==> config.mk <==
export PLATFORM = sky130hd
export DESIGN_NAME = dispatch_serializer
export DESIGN_NICKNAME = d
export VERILOG_FILES = /design/src/rtl/dispatch_serializer.sv
export SDC_FILE = /design/constraint.sdc
export NUM_CORES = 1
export LEC_CHECK = 0
export BUFFER_PORTS_ARGS = -buffer_cell sky130_fd_sc_hd__buf_2
export CAP_MARGIN = 40
export CELL_PAD_IN_SITES_DETAIL_PLACEMENT = 1
export CELL_PAD_IN_SITES_GLOBAL_PLACEMENT = 1
export CORE_MARGIN = 2
export CORE_UTILIZATION = 35
export DETAILED_ROUTE_END_ITERATION = 7
export MAX_ROUTING_LAYER = met4
export PLACE_DENSITY_LB_ADDON = 0.08
export SYNTH_ARGS = -nofsm -noshare
export SYNTH_HDL_FRONTEND = slang
export SYNTH_SLANG_ARGS = --single-unit
==> constraint.sdc <==
create_clock -name clk -period 1.8 [get_ports clk]
set_input_delay 0.36 -clock clk [delete_from_list [all_inputs] [get_ports clk]]
set_output_delay 0.36 -clock clk [all_outputs]
set_load 0.1 [all_outputs]
==> src/rtl/dispatch_serializer.sv <==
module dispatch_serializer #(
  parameter int CNT_W = 3,
  parameter int PRIO_W = 2,
  parameter logic [2:0] RST_CTX = 3'b001
) (
  input  logic              clk,
  input  logic              rst_n,
  input  logic              in_valid,
  input  logic [1:0]        in_class,
  input  logic [2:0]        in_new_ctx,
  output logic              in_ready,
  output logic              disp_fire,
  output logic [2:0]        disp_ctx,
  input  logic              cmpl_valid,
  input  logic              exc_req,
  input  logic [PRIO_W-1:0] exc_prio,
  input  logic [2:0]        exc_ctx,
  output logic [2:0]        ctx,
  output logic              ctx_switch
);
  localparam logic [CNT_W-1:0] CNT_MAX = {CNT_W{1'b1}};

  typedef enum logic [1:0] {RUN, DRAIN, WAIT_EXC, SWITCH} st_t;
  st_t st;

  logic [CNT_W-1:0]  cnt;
  logic              granted;
  logic              pend_v;
  logic [PRIO_W-1:0] pend_prio;
  logic [2:0]        pend_ctx;
  logic [2:0]        sw_ctx;
  logic              sw_exc;

  wire is_sync  = in_class != 2'b00;
  wire is_ctx   = in_class[1];
  wire take_req = exc_req && (!pend_v || exc_prio > pend_prio);
  wire any_exc  = exc_req || pend_v;
  wire [2:0] best_ctx = take_req ? exc_ctx : pend_ctx;

  assign in_ready   = (st == RUN) && !any_exc && (cnt != CNT_MAX) && (!is_sync || granted);
  assign disp_fire  = in_valid && in_ready;
  assign disp_ctx   = ctx;
  assign ctx_switch = (st == SWITCH);

  always_ff @(posedge clk) begin
    if (!rst_n) begin
      cnt <= '0;
    end else begin
      cnt <= cnt + CNT_W'(disp_fire) - CNT_W'(cmpl_valid);
    end
  end

  always_ff @(posedge clk) begin
    if (!rst_n) begin
      pend_v    <= 1'b0;
      pend_prio <= '0;
      pend_ctx  <= '0;
    end else if (st == SWITCH) begin
      pend_v    <= exc_req;
      pend_prio <= exc_prio;
      pend_ctx  <= exc_ctx;
    end else if (take_req) begin
      pend_v    <= 1'b1;
      pend_prio <= exc_prio;
      pend_ctx  <= exc_ctx;
    end
  end

  always_ff @(posedge clk) begin
    if (!rst_n) begin
      st      <= RUN;
      granted <= 1'b0;
      ctx     <= RST_CTX;
      sw_ctx  <= '0;
      sw_exc  <= 1'b0;
    end else begin
      case (st)
        RUN: begin
          if (disp_fire && is_sync) granted <= 1'b0;
          if (any_exc || (in_valid && is_sync && !granted)) st <= DRAIN;
        end
        DRAIN: if (cnt == '0) st <= WAIT_EXC;
        WAIT_EXC: begin
          if (any_exc) begin
            sw_ctx <= best_ctx;
            sw_exc <= 1'b1;
            st     <= SWITCH;
          end else if (in_valid && is_ctx) begin
            sw_ctx <= in_new_ctx;
            sw_exc <= 1'b0;
            st     <= SWITCH;
          end else begin
            granted <= in_valid && is_sync;
            st      <= RUN;
          end
        end
        default: begin
          ctx     <= sw_ctx;
          granted <= !sw_exc;
          st      <= RUN;
        end
      endcase
    end
  end


  sync_drained_chk: assert property (@(posedge clk) disable iff (!rst_n)
    disp_fire && is_sync |-> cnt == '0);

  no_overflow_chk: assert property (@(posedge clk) disable iff (!rst_n)
    disp_fire |-> cnt != CNT_MAX);

  switch_pulse_chk: assert property (@(posedge clk) disable iff (!rst_n)
    ctx_switch |=> !ctx_switch);

  ctx_hold_chk: assert property (@(posedge clk) disable iff (!rst_n)
    !ctx_switch |=> $stable(ctx));

  exc_blocks_chk: assert property (@(posedge clk) disable iff (!rst_n)
    exc_req |-> !disp_fire);

  cmpl_underflow_chk: assert property (@(posedge clk) disable iff (!rst_n)
    cmpl_valid |-> cnt != '0);
endmodule

Yosys cells after proc, flatten, opt, wreduce, memory -nomap -nowiden:

Cells that the tools add are included.

* add/subtract/negate cells: 2
* equality and inequality tests: 9
* multiplexer cells: 19
* magnitude comparators: 1
* bitwise operators: 1
* reductions and logical operators: 27

Operators by type and width (count)
* 2-bit two-way mux: 6
* 3-bit two-way mux: 4
* 1-bit logical AND: 9
* 1-bit two-way mux: 7
* 2-bit != test, second input constant: 3
* 2-bit one-hot mux with 3 select lines: 1
* 2-bit nonzero test: 3
* 1-bit logical NOT: 5
* 2-bit equality test, second input constant: 2
* 1-bit logical OR: 4
* 2-bit by 1-bit != test with 1-bit output, second input constant: 2
* 2-bit AND reduction: 2
* 4-bit AND reduction: 1
* 3-bit by 1-bit adder with 3-bit output: 1
* 3-bit logical NOT: 1
* 3-bit != test, second input constant: 1
* 1-bit one-hot mux with 3 select lines: 1
* 3-bit OR reduction: 1
* 3-bit by 1-bit subtractor with 3-bit output: 1
* 2-bit by 1-bit equality test with 1-bit output, second input constant: 1
* 2-bit greater-than comparator: 1
* 2-bit logical NOT: 1
* 1-bit NOT: 1

* bits in registers: 19
* input port bits: 15
* output and inout bits: 9

Logic depth before layout (Yosys ltp):

Gate-level depths: netlist of the first run.

* word-level depth: 9
* depth in mapped cells: 9
* gate-level depth less buffers: 8

Worst setup path after synthesis of the first run:

OpenSTA, ideal clock, no wires.

* path type: input to register
* from: in exc_req
* to: reg cnt[1]
* path slack: -1.528 ns
* library setup time: 0.115 ns
* stages on the path: 7
* arrival: 3.213 ns
* data required time: 1.685 ns
* path buffers: 1
* cells stage by stage: buf_4 > nor4_1 > o211a_1 > and2_1 > ha_1 > fa_1 > and2_1

* word-level cells in the longest chain between the ends: 8

Ends and longest elaborated chain
* start, declared: RTL line 15 `input logic exc_req,`
* 1-bit logical OR: RTL line 37 `wire any_exc = exc_req || pend_v;`
* 1-bit logical NOT: RTL line 40 `assign in_ready = (st == RUN) && !any_exc && (cnt != CNT_MAX) && (!is_sync || granted);`
* 1-bit logical AND (3 in a row): RTL line 40
* via in_ready: RTL line 11 `output logic in_ready,`
* 1-bit logical AND: RTL line 41 `assign disp_fire = in_valid && in_ready;`
* via disp_fire: RTL line 12 `output logic disp_fire,`
* 3-bit by 1-bit adder with 3-bit output: RTL line 49 `cnt <= cnt + CNT_W'(disp_fire) - CNT_W'(cmpl_valid);`
* 3-bit by 1-bit subtractor with 3-bit output: RTL line 49
* end signal, assigned: RTL line 49
* end, declared: RTL line 26 `logic [CNT_W-1:0] cnt;`

The timed path passes the listed nets, and every way through them passes these cells.
A chain may end at the register's enable or synchronous reset.

Worst setup path after layout of the first run:

* from: reg st[0]
* to: out disp_fire

* word-level cells in the longest chain between the ends: 5

Ends and longest elaborated chain
* start, declared: RTL line 24 `st_t st;`
* start signal, assigned: RTL line 71 `st <= RUN;`
* start signal, assigned: RTL line 80 `if (any_exc || (in_valid && is_sync && !granted)) st <= DRAIN;`
* start signal, assigned: RTL line 82 `DRAIN: if (cnt == '0) st <= WAIT_EXC;`
* 2-bit logical NOT: RTL line 40
* 1-bit logical AND (3 in a row): RTL line 40
* 1-bit logical AND: RTL line 41
* end, declared: RTL line 12

Every way passes these cells.

==> results.md, run 1 <==
- Cts bufs inserted: 3
- Initial antenna violation count: 0
- Buffer levels on the longest clock path: 2
- TritonRoute pass-1 iters: 8
- Crit-path max FO: 2
- CORE AREA: 2810 sq um
- Period utilisation layout: 107%
- Endpoint class of the critical path: output port
- Mapped Avg Cell Area: 8.39 sq um
- CP cell instances: nor4_4 > o211a_4 > and2_4 > buf_6 > buf_12
- Layout Skew: 0.00612 ns
- Post-synth cell types: 39
- Chip Height: a little under 60 um
- Cell area after layout: 1410 sq um
- Register area share after synthesis: 36.0%
- CTS tree: done
- WL/cell: 14.4 um
- Final hold violation count: 0
- Levels on crit path: 5
- Register area: roughly 390 sq um
- Post-synthesis cell count: 126
- R2R Setup Slk: -0.07 ns
- RR Startpoint: st[0]$_SDFFE_PN0P_
- Biggest area consumer among synthesized cells: dfxtp_1
- Synth top area share: a little over a third
- DP Cell Count: 185
- Largest net degree at the start of global routing: 13
- Yosys warning total: 0
- N_diodes: 0
- Area of the multi-input gates: 636 sq um
- Die ar.: 3480 sq um
- Primary FF master, synth: dfxtp_1
- HPWL after DPL: 2120 um
- Synth Cell Area: 1060 sq um
- Synth area leaders: dfxtp_1 36%, a21oi_1 5.2%, ha_1 4.7%, inv_1 4.3%, nand3_1 3.8%
- Htree depth: 1
- Fmax: just over 500 MHz
- Worst hold path class: in2reg
- Unrepaired setup endpoints after global routing: true
- Std-Cell Rows: 19
- Number of synthesized flops with an enable pin: 0
- Vias in the first global route: roughly 1.0k
- Leak pwr: 0.630 nW
- Final GP Congestion: ~0.75
- Layout cells sized above 1: 39.1%
- Pwr dens: about 850 nW/um^2
- CP Class: reg2out
- Port bufs: 23
- Final WL: 2760 um
- Worst path bufs/invs: 2
- Yosys reg bits: 19
- Fraction of registers with async set/reset: 0%
- Finished Core Util: between 50% and 60%
- Clk slew on worst S/H paths: ~0.13 ns
- # DRC: 3
- Worst Reg-to-Reg Cells: 7
- Starting DRT DRC Count: 20
- Starting density of the core: a little under two fifths
- Largest delay share family, worst path: simple AND/OR/NAND/NOR gates
- Vias per cell: about 5.2
- DRT antenna net count: 0
- Max incr delay on CP: 0.36 ns
- Outcome: complete, but fails checks
- Max-Cap Viols: 0
- IO Count: 24
- Clock sink count: 19
- Post-layout net count: about 180
- Top post-synthesis cells by count: 19 x dfxtp_1, 12 x inv_1, 11 x a21oi_1
- Root Buffer: clkbuf_4
- Min-delay src: exc_prio[1]
- Final Max Slew Viols: 0
- First-pass GRT wire length: 4820 um
- Most common cell in the netlist: dfxtp_1
- Critical path data required time: 1.44 ns
- Total Neg Setup Slack: -0.240 ns
- Area growth syn-to-layout: 33.7%
- Worst flop-to-flop path endpoint: cnt[1]$_SDFF_PN0_
- Total GRT Usage: 18.9%
- Hold_ws: 0.326 ns
- Failing checks: design-rule violations, negative setup slack
- Crit path launch type: register
- Chip width: 59.0 um
- Peak VDD IR: 0.000398 V
- Non-filler cells, final: between 150 and 200
- CP Data Arrival Time: 1.56 ns
- Post-layout min period: 1.92 ns
- Slowest-stage cell, CP: dfxtp_2
- Fill count: 349
- Post-Syn Nets: between 100 and 150
- Post-placement cell area: 1350 sq um
- Rel. slew slack: roughly two thirds
- Finish-stage setup viols: 4
- Worst Tran Pin Value: 0.485 ns
- Total grt overflow: 0
- Hold EP: pend_prio[1]$_SDFFE_PN0P_
- Worst-Skew Late Latency: 0.30 ns
- Worst Setup Slack, final: -0.125 ns
- Total vias in the final route: 1005
- Hold Crit Depth: 3
flip-flops by register name, summed over array words and instances (netlist names):
name	cells
granted	1
ctx	3
pend_v	1
pend_ctx	3
cnt	3
sw_ctx	3
st	2
pend_prio	2
sw_exc	1
stage by stage:
stage / total power, mW / setup slack, ns
6_report: 1.20 / -0.125
5_1_grt: 1.28 / -0.197
4_1_cts: 1.19 / -0.114
3_5_place_dp: 0.950 / -0.0208
3_3_place_gp: 0.932 / 0.00251
2_1_floorplan: 0.810 / -0.493
cell type report:
type / instances / share of cell area, %
Multi-Input combinational cell: 87 / 45.0
Sequential cell: 19 / 27.3
Timing Repair Buffer: 38 / 19.6
Inverter: 13 / 3.45
Tap cell: 31 / 2.74
Clock buffer: 3 / 1.59
Clock inverter: 1 / 0.354
power by group:
group / total [mW] / leakage (nW) / internal [mW] / switching [mW]
combinational: 0.457 / 0.455 / 0.206 / 0.250
clock: 0.235 / 0.0177 / 0.0828 / 0.152
sequential: 0.507 / 0.157 / 0.473 / 0.0345
logic make-up after synthesis:
family	count (synthesis)	synth area share (%)
xor+xnor	2	1.66
flops	19	36.0
mux	3	2.96
compound gates	36	24.4
fa+ha+maj	5	6.63
buf+inv	20	8.64
simple gates	41	19.8
routing by layer:
layer / up-vias / wire [um] / track usage [%]
li1: 502 / - / -
met1: 487 / 1280 / 25.7
met4: 0 / 20 / 5.84
met5: - / 0 / -
met3: 2 / 55 / 2.86
met2: 14 / 1410 / 28.7
how the worst max path moves through the flow:
stage                       start           endpoint  slack (ns)
2_1_floorplan             exc_req  cnt[1]$_SDFF_PN0_       -0.49
3_3_place_gp          in_class[1]  cnt[2]$_SDFF_PN0_       0.003
3_5_place_dp          in_class[0]  cnt[2]$_SDFF_PN0_       -0.02
4_1_cts        st[0]$_SDFFE_PN0P_          disp_fire       -0.11
5_1_grt        st[0]$_SDFFE_PN0P_          disp_fire       -0.20
6_report       st[0]$_SDFFE_PN0P_          disp_fire       -0.12
placed cells by master, fill, tap and decap left out, types with 2 or more instances in the layout:
master / n
and2_4: 2
inv_1: 11
buf_12: 3
mux2i_1: 2
o21ai_0: 8
buf_4: 14
a21oi_1: 11
inv_2: 2
ha_1: 3
o21a_1: 2
nand2b_1: 2
dfxtp_1: 14
o22ai_1: 2
dfxtp_2: 5
nor2_1: 10
a211oi_1: 3
clkbuf_4: 3
nand2_1: 9
nand3_1: 8
and2_1: 2
buf_2: 20
worst register-to-register path, stage by stage, from the launching register on:
cell     delay (ns)
dfxtp_2        0.36
nor4_4         0.30
o211a_4        0.20
and2_4         0.14
buf_4          0.11
ha_4           0.11
fa_2           0.41
and2_4         0.14
timing repair:
| item | 4_1_cts | 5_1_grt |
|---|---|---|
| pin swaps | 3 | 3 |
| setup endpoints to repair | 2 | 5 |
| setup buffers | 1 | 2 |
| hold buffers | 0 | 0 |
| endpoints found under the hold margin | 0 | 0 |
| resized for setup | 4 | 4 |
Power figures use the tool's default switching activity.
==> run 2: changes to the inputs <==
- PLACE_DENSITY: not set -> 0.79
- PLACE_DENSITY_LB_ADDON: 0.08 -> not set
==> run 2 against run 1 <==
Compared with the run above: the flow still finishes with violations (design-rule violations, negative setup slack); flip-flop and latch count unchanged; critical path depth unchanged; power increased by 0.41%; non-clock buffer count decreased by 1; global-route usage decreased by 0.35 points; first-iteration DRC count increased by 5.0%; wire length increased by 1.8%; critical path type unchanged; critical endpoint unchanged; largest cell class unchanged.
==> results.md, run 2 (same netlist as run 1, synthesis figures left out) <==
- Worst Tran Pin Value: 0.502 ns (+0.0166 ns)
- WL/cell: 14.7 um (+2.3%)
- Cell area after layout: 1420 sq um (about the same)
- Port bufs: 23 (unchanged)
- Comb pwr share: 37.8% (-0.3 points)
- Endpoint class of the critical path: output port
- Post-layout min period: 1.91 ns (-0.0126 ns)
- Htree depth: 1 (unchanged)
- Crit path launch type: register
- Final Max Slew Viols: 0 (unchanged)
- TritonRoute pass-1 iters: 8 (unchanged)
- Vias per cell: 5.22 (-0.28%)
- Fill count: 345 (-1.1%)
- Final hold violation count: 0 (unchanged)
- Switching Fraction: 37.0% (+0.54 points)
- Largest delay share family, worst path: simple AND/OR/NAND/NOR gates
- # DRC: 3 (unchanged)
- Outcome: complete, but fails checks
- RR Startpoint: st[0]$_SDFFE_PN0P_
- Worst hold path class: in2reg
- Peak VDD IR: 0.000350 V (-12%)
- Post-placement cell area: 1350 sq um (unchanged)
- Initial antenna violation count: 0 (unchanged)
- Root Buffer: clkbuf_4
- Pwr dens: 851 nW/um^2 (+0.32%)
- Unrepaired setup endpoints after global routing: true
- Period utilisation layout: 106% (-0.70 points)
- CORE AREA: 2810 sq um (unchanged)
- Final WL: 2810 um (+1.8%)
- Worst path bufs/invs: 2 (unchanged)
- CP Class: reg2out
- DRT antenna net count: 0 (unchanged)
- Sequential Power Share: 42.2% (about the same)
- CTS tree: done
- Levels on crit path: 5 (unchanged)
- Leak pwr: 0.628 nW (-0.24%)
- Final Power: 1.20 mW (+0.41%)
- Total grt overflow: 0 (unchanged)
- N_diodes: 0 (unchanged)
- Psw: 445 uW (+1.9%)
- Worst Reg-to-Reg Cells: 7 (unchanged)
- Total GRT Usage: 18.5% (-0.35 points)
- Worst Setup Slack, final: -0.112 ns (+0.0126 ns)
- Clk pwr share: 20.0% (+0.4 points)
- R2R Setup Slk: -0.05 ns (+0.02 ns)
- Clk slew on worst S/H paths: 0.12 ns (about the same)
- Std-Cell Rows: 19 (unchanged)
- Fmax: 523 MHz (+0.66%)
- Power Internal: 758 uW (-0.44%)
- Chip Height: 59.0 um (unchanged)
- Starting density of the core: 37.7% (unchanged)
- CTS Hold Bufs: 0 (unchanged)
- Total vias in the final route: 997 (-0.80%)
- First-pass GRT wire length: 4700 um (-2.6%)
- Layout Skew: 0.00244 ns (-0.00368 ns)
- CP Data Arrival Time: 1.55 ns (about the same)
- IO Count: 24 (unchanged)
- Worst slack at placement: -0.0490 ns (-0.0282 ns)
- Slowest-stage cell, CP: dfxtp_2
- Area growth syn-to-layout: 33.8% (about the same)
- Chip width: 59.0 um (unchanged)
- Starting DRT DRC Count: 21 (+5.0%)
- Vias in the first global route: 1034 (+0.097%)
- Buffer levels on the longest clock path: 2 (unchanged)
- Die ar.: 3480 sq um (unchanged)
- Worst flop-to-flop path endpoint: cnt[1]$_SDFF_PN0_
- Worst Setup EP: disp_fire
- Clock sink count: 19 (unchanged)
- Rel. slew slack: 66.2% (-1.7 points)
- Total Neg Setup Slack: -0.228 ns (+0.0125 ns)
- Max-Cap Viols: 0 (unchanged)
- Cts bufs inserted: 3 (unchanged)
- CP cell instances: nor4_4 > o211a_4 > and2_4 > buf_6 > buf_12
- Max incr delay on CP: 0.36 ns (about the same)
- Failing checks: design-rule violations, negative setup slack
- Crit-path max FO: 2 (unchanged)
- Final GP Congestion: 0.791 (+5.0%)
- Critical path data required time: 1.44 ns (about the same)
- Finish-stage setup viols: 4 (unchanged)
- Commonest non-fill, non-tap cell in the layout: buf_2
- Layout cells sized above 1: 38.8% (-0.38 points)
- HPWL after DPL: 2170 um (+2.4%)
- Worst-Skew Late Latency: 0.32 ns (+0.02 ns)
- Commonest cells after routing, fill and taps aside: 20 x buf_2, 14 x dfxtp_1, 12 x inv_1, 12 x buf_4, 11 x a21oi_1
- Post-layout net count: 181 (-0.55%)
- Largest net degree at the start of global routing: 13 (unchanged)
- Critical Path Start: st[0]$_SDFFE_PN0P_
-- run 2: metrics by stage --
step	util [%]	cells	hold slack, ns
2_1_floorplan	-	126	0.432
6_report	50.4	191	0.314
4_1_cts	50.0	190	0.312
3_5_place_dp	48.2	185	0.452
3_3_place_gp	48.2	185	0.448
5_1_grt	50.4	191	0.327
-- run 2: how the worst min path moves through the flow --
stage                                 from                         to  slack [ns]  cells past startpoint
CTS                            exc_prio[1]  pend_prio[1]$_SDFFE_PN0P_        0.31                      3
floorplan           sw_ctx[1]$_SDFFE_PN0P_        ctx[1]$_SDFFE_PN0N_        0.43                      2
global placement    sw_ctx[2]$_SDFFE_PN0P_        ctx[2]$_SDFFE_PN0N_        0.45                      2
detailed placement  sw_ctx[2]$_SDFFE_PN0P_        ctx[2]$_SDFFE_PN0N_        0.45                      2
global route                         rst_n        ctx[0]$_SDFFE_PN1N_        0.33                      2
finish                         exc_prio[0]  pend_prio[0]$_SDFFE_PN0P_        0.31                      3
-- run 2: timing repair --
action / 4_1_cts / 5_1_grt
resized for setup: 8 / 1
buffers inserted: 1 / 1
setup endpoints to repair: 3 / 4
pin swaps: 5 / 1
-- run 2: layout make-up --
cell class,instances,area [sq um],area share [%]
timing repair buffer,37,273,19.3
tap,31,38.8,2.74
multi-input combinational,87,641,45.3
inverter,13,48.8,3.45
clock buffer,3,22.5,1.59
sequential,19,387,27.3
clock inverter,1,5.00,0.354
-- run 2: power by group through the flow --
stage / Sequential, mW / Combinational, mW / Clock, mW
after global routing: 0.514 / 0.501 / 0.260
after detailed placement: 0.508 / 0.445 / 0
final: 0.508 / 0.455 / 0.241
after global placement: 0.505 / 0.425 / 0
after floorplan: 0.529 / 0.280 / 0
after CTS: 0.507 / 0.454 / 0.241
-- run 2: layer usage --
metal	track usage (%)	part of all wire [%]	vias up
met5	-	0	-
met4	6.82	1.4	0
met3	2.64	3.1	4
met2	30.0	50	19
met1	23.4	46	474
li1	-	-	500
-- run 2: worst min-delay path, cell delays in order --
cell and delay, ns:
buf_2 0.10, o21ai_0 0.07, a21oi_1 0.07
